File: src/rtl/orxor_accum_pkg.sv
package orxor_accum_pkg;

  typedef struct packed {
    logic orStb;
    logic xorStb;
  } accStrobe_t;

endpackage

File: src/rtl/orxor_accum_ctrl.sv
module orxor_accum_ctrl
  import orxor_accum_pkg::*;
(
  input  logic       ctlOr,
  input  logic       ctlXor,
  output accStrobe_t strobes
);

  always_comb begin
    strobes.orStb  = ctlOr;
    strobes.xorStb = ctlXor;
  end

endmodule

File: src/rtl/orxor_accum_cell.sv
module orxor_accum_cell (
  input  logic clk,
  input  logic rst,
  input  logic orStb,
  input  logic xorStb,
  input  logic dBit,
  output logic qBit
);

  logic nextBit;

  // minimized next-state form; flip-flop written every cycle
  always_comb begin
    nextBit = (orStb & dBit) | (qBit ^ (xorStb & dBit));
  end

  always_ff @(posedge clk) begin
    if (rst) qBit <= 1'b0;
    else     qBit <= nextBit;
  end

endmodule

File: src/rtl/orxor_accum_dpath.sv
module orxor_accum_dpath
  import orxor_accum_pkg::*;
#(
  parameter int WIDTH = 8
) (
  input  logic             clk,
  input  logic             rst,
  input  accStrobe_t       strobes,
  input  logic [WIDTH-1:0] dataIn,
  output logic [WIDTH-1:0] regQ
);

  for (genvar i = 0; i < WIDTH; i++) begin : g_cell
    orxor_accum_cell u_cell (
      .clk    (clk),
      .rst    (rst),
      .orStb  (strobes.orStb),
      .xorStb (strobes.xorStb),
      .dBit   (dataIn[i]),
      .qBit   (regQ[i])
    );
  end

endmodule

File: src/rtl/orxor_accum_reg.sv
module orxor_accum_reg
  import orxor_accum_pkg::*;
#(
  parameter int WIDTH = 8
) (
  input  logic             clk,
  input  logic             rst,
  input  logic             ctlOr,
  input  logic             ctlXor,
  input  logic [WIDTH-1:0] dataIn,
  output logic [WIDTH-1:0] accOut
);

  accStrobe_t strobes;

  orxor_accum_ctrl u_ctrl (
    .ctlOr   (ctlOr),
    .ctlXor  (ctlXor),
    .strobes (strobes)
  );

  orxor_accum_dpath #(.WIDTH(WIDTH)) u_dpath (
    .clk     (clk),
    .rst     (rst),
    .strobes (strobes),
    .dataIn  (dataIn),
    .regQ    (accOut)
  );

endmodule

File: config.mk
export PLATFORM = sky130hd
export DESIGN_NAME = orxor_accum_reg
export DESIGN_NICKNAME = d
export VERILOG_FILES = /design/src/rtl/orxor_accum_pkg.sv /design/src/rtl/orxor_accum_ctrl.sv /design/src/rtl/orxor_accum_cell.sv /design/src/rtl/orxor_accum_dpath.sv /design/src/rtl/orxor_accum_reg.sv
export SDC_FILE = /design/constraint.sdc
export NUM_CORES = 1
export LEC_CHECK = 0
export ABC_AREA = 1
export BUFFER_PORTS_ARGS = -buffer_cell sky130_fd_sc_hd__buf_4
export CAP_MARGIN = 25
export CORE_UTILIZATION = 23
export DETAILED_ROUTE_END_ITERATION = 10
export GPL_TIMING_DRIVEN = 1
export SLEW_MARGIN = 20
export SYNTH_ARGS = -nofsm -noshare
export SYNTH_HDL_FRONTEND = slang
export SYNTH_HIERARCHICAL = 1
export SYNTH_SLANG_ARGS = --single-unit
File: constraint.sdc
create_clock -name clk -period 0.8 [get_ports clk]
set_input_delay 0.12 -clock clk [delete_from_list [all_inputs] [get_ports clk]]
set_output_delay 0.12 -clock clk [all_outputs]
set_load 0.05 [all_outputs]
==> results_tabular.tex <==
\begin{tabular}{lr}
\hline
Metric & Value \\
\hline
\multicolumn{2}{l}{\textbf{Setup path}} \\
Largest delay share family, worst path & flip-flops \\
Standard cell with the maximum stage delay on the critical path & sky130\_fd\_sc\_hd\_\_dfxtp\_4 \\
Sequence of cells on the critical path & buf\_8 \\
Crit path kind & reg -> out \\
Depth of the critical timing path with buffers and inverters included & 1 \\
Arrival time of data at the critical path endpoint & 0.74 ns \\
Buf+Inv Stages, Crit Path & 1 \\
Critical Path Start Type & flop \\
R2r setup slk & -0.01 ns \\
CP Capture Type & output port \\
Slowest cell delay on critical path & 0.36 ns \\
Biggest fanout along the worst timing path & 2 \\
Worst reg-to-reg path cell count & 5 \\
Endpoint required time on the critical path & 0.68 ns \\
\multicolumn{2}{l}{\textbf{Clock tree}} \\
CTS Sinks & 8 \\
CTS hold repair buffers & 0 \\
Clk Latency, worst-skew pair & 0.25 ns \\
Clock-pin slew reported for the worst setup and hold paths after clock tree synthesis & 0.06 ns \\
CTS tree & done \\
TritonCTS buffer count & 3 \\
Buffer cell driving the clock tree root & sky130\_fd\_sc\_hd\_\_clkbuf\_4 \\
Clock Tree Buf Depth & 2 \\
CTS H-tree lvls & 1 \\
\multicolumn{2}{l}{\textbf{Drt}} \\
Via-to-Cell Ratio & 4.21 \\
Drt first-iter violations & 3 \\
Overall routed net length & 1190 µm \\
Via count of the routed design & 501 \\
Post-detailed-route wirelength per cell & 9.99 µm \\
Remaining DRCs & 0 \\
Count of nets left with antenna violations after detail routing & 0 \\
Detailed-router iteration count before antenna repair & 3 \\
\multicolumn{2}{l}{\textbf{Finish}} \\
Flip-flop count of the largest register, all copies and words added & 8 \\
Most flop-heavy register & u\_dpath/g\_cell.u\_cell/qBit \\
Commonest cells after routing, fill and taps aside & sky130\_fd\_sc\_hd\_\_nand2\_1 (31), sky130\_fd\_sc\_hd\_\_buf\_4 (18) \\
Registers with the highest flip-flop counts & u\_dpath/g\_cell.u\_cell/qBit: 8 flops \\
Layout Utilization & 45.7\% \\
Signed area change from the synthesized netlist to the final layout & 83.3\% \\
Fraction of final layout cells sized beyond drive strength 1 & 63.8\% \\
Post-route cell area & 798 µm² \\
Post-layout net count & 108 \\
Leading cell type in the layout, fill and taps excluded & sky130\_fd\_sc\_hd\_\_nand2\_1 \\
Count of inserted antenna diode cells & 0 \\
\multicolumn{2}{l}{\textbf{GRT}} \\
Pin count of the biggest net entering global routing & 17 \\
Number of antenna violations at the first check in global routing & 0 \\
Met1 GRT Util & 15.5\% \\
Number of global-route vias before repair & 451 \\
Most crowded layer after global routing & met2 \\
Met3 track utilization from global routing & 2.38\% \\
Overall Global Routing Usage & 12.0\% \\
Met2 usage & 19.1\% \\
Aggregate global routing overflow & 0 \\
First-pass GRT wire length & 1820 µm \\
\multicolumn{2}{l}{\textbf{Power}} \\
Switching part of the total power & 34.4\% \\
Power density of the placed cells & 1590 nW/µm² \\
Switching component of the power & 437 µW \\
Clock network fraction of design power & 23.9\% \\
IR Drop Worst-Case VDD & 0.000542 V \\
Internal power component & 834 µW \\
Comb pwr share & 39.5\% \\
LEAKAGE & 0.000379 µW \\
Fraction of power consumed by sequential logic & 36.6\% \\
\multicolumn{2}{l}{\textbf{Synthesis}} \\
Syn\_nets & 78 \\
Post-synthesis register bit count & 8 \\
Number of cells produced by synthesis & 66 \\
Area of the mapped netlist & 435 µm² \\
Sequential cell area fraction in the yosys report & 36.8\% \\
Yosys warnings & 6 \\
Distinct cell type count after synthesis & 6 \\
Average size of a mapped cell & 6.60 µm² \\
\multicolumn{2}{l}{\textbf{Place}} \\
HPWL reported at the end of detailed placement & 760 µm \\
Cell Area, Placed & 624 µm² \\
Port buffer count & 19 \\
Final estimated routing congestion in global placement & 0.606 \\
\multicolumn{2}{l}{\textbf{STA}} \\
Timing-limited maximum frequency & 1160 MHz \\
Actual slew at the worst max-slew pin & 0.185 ns \\
Final Hold Vio Count & 0 \\
Slew Viols, Final & 0 \\
Share of the cycle needed by the critical path after routing & 108\% \\
Headroom to the max-slew limit & 87.6\% \\
Worst path setup slack after routing & -0.0627 ns \\
Post-route minimum period & 0.863 ns \\
Clk\_skew & 0 ns \\
Final Setup Violations & 9 \\
RSZ-0062 raised after global routing & yes \\
Worst hold margin & 0.117 ns \\
\multicolumn{2}{l}{\textbf{Floorplanning}} \\
Placement row count & 15 \\
Starting density of the core & 24.9\% \\
Area of the die & 2070 µm² \\
Die outline width & 45.5 µm \\
Height of the die & 45.5 µm \\
Core Box Area & 1750 µm² \\
IO Pins & 20 \\
\multicolumn{2}{l}{\textbf{Worst hold path}} \\
Count of cells along the worst hold path & 2 \\
Type of the worst min-delay path & in -> reg \\
\multicolumn{2}{l}{\textbf{Flow run}} \\
Max cap viols & 0 \\
\multicolumn{2}{l}{\textbf{Outcome}} \\
Violated checks & negative setup slack \\
Run status & complete, but fails checks \\
\hline
\end{tabular}
power groups by stage:
stage / Combinational (µW) / Clock [µW] / Sequential (µW)
floorplan: 122 / 0 / 597
global placement: 363 / 0 / 474
detailed placement: 372 / 0 / 475
CTS: 477 / 327 / 466
global route: 541 / 339 / 470
finish: 502 / 303 / 466
worst paths after layout:
kind,from,end
hold reg to reg,u_dpath/g_cell[7].u_cell/qBit,u_dpath/g_cell[7].u_cell/qBit
setup reg to reg,u_dpath/g_cell[0].u_cell/qBit,u_dpath/g_cell[0].u_cell/qBit
hold / removal,rst,u_dpath/g_cell[0].u_cell/qBit
setup / recovery,u_dpath/g_cell[5].u_cell/qBit,accOut[5]
synth_stat cells:
cell type	n	area [µm²]
sky130_fd_sc_hd__inv_2	8	30.0
sky130_fd_sc_hd__nand2_1	32	120
sky130_fd_sc_hd__a21oi_2	8	70.1
sky130_fd_sc_hd__dfxtp_1	8	160
sky130_fd_sc_hd__buf_4	2	15.0
sky130_fd_sc_hd__nand3_1	8	40.0
stage by stage:
stage / total power [µW] / setup slack (ns) / TNS (ns) / cells
6_report: 1270 / -0.0627 / -0.437 / 119
4_1_cts: 1270 / -0.0868 / -0.550 / 118
2_1_floorplan: 719 / 0.0509 / 0 / 66
3_3_place_gp: 836 / 0.156 / 0 / 108
5_1_grt: 1350 / -0.0807 / -0.811 / 119
3_5_place_dp: 848 / 0.114 / 0 / 108
per-layer routing:
layer / vias to the layer above / share of wire (%) / wire length, µm
li1: 261 / - / -
met4: 0 / 0.50 / 6
met2: 11 / 51 / 601
met1: 227 / 43 / 513
met3: 2 / 5.7 / 68
met5: - / 0 / 0
cells by family after synthesis:
| logic type | synth area share [%] |
|---|---|
| AO/OA/AOI/OAI | 16.1 |
| buffers and inverters | 10.3 |
| flip-flops | 36.8 |
| AND/OR/NAND/NOR | 36.8 |
timing repair:
action	4_1_cts	5_1_grt
setup buffers	7	1
pin swaps	0	6
gates resized for setup	16	7
setup endpoints to repair	8	15
cell type report:
cell class	instances	area, µm²
Multi-Input combinational cell	48	258
Inverter	8	30.0
Sequential cell	8	190
Tap cell	25	31.3
Clock buffer	3	22.5
Fill cell	184	947
Timing Repair Buffer	27	267
Note: power is estimated with default switching activity, not from simulation.
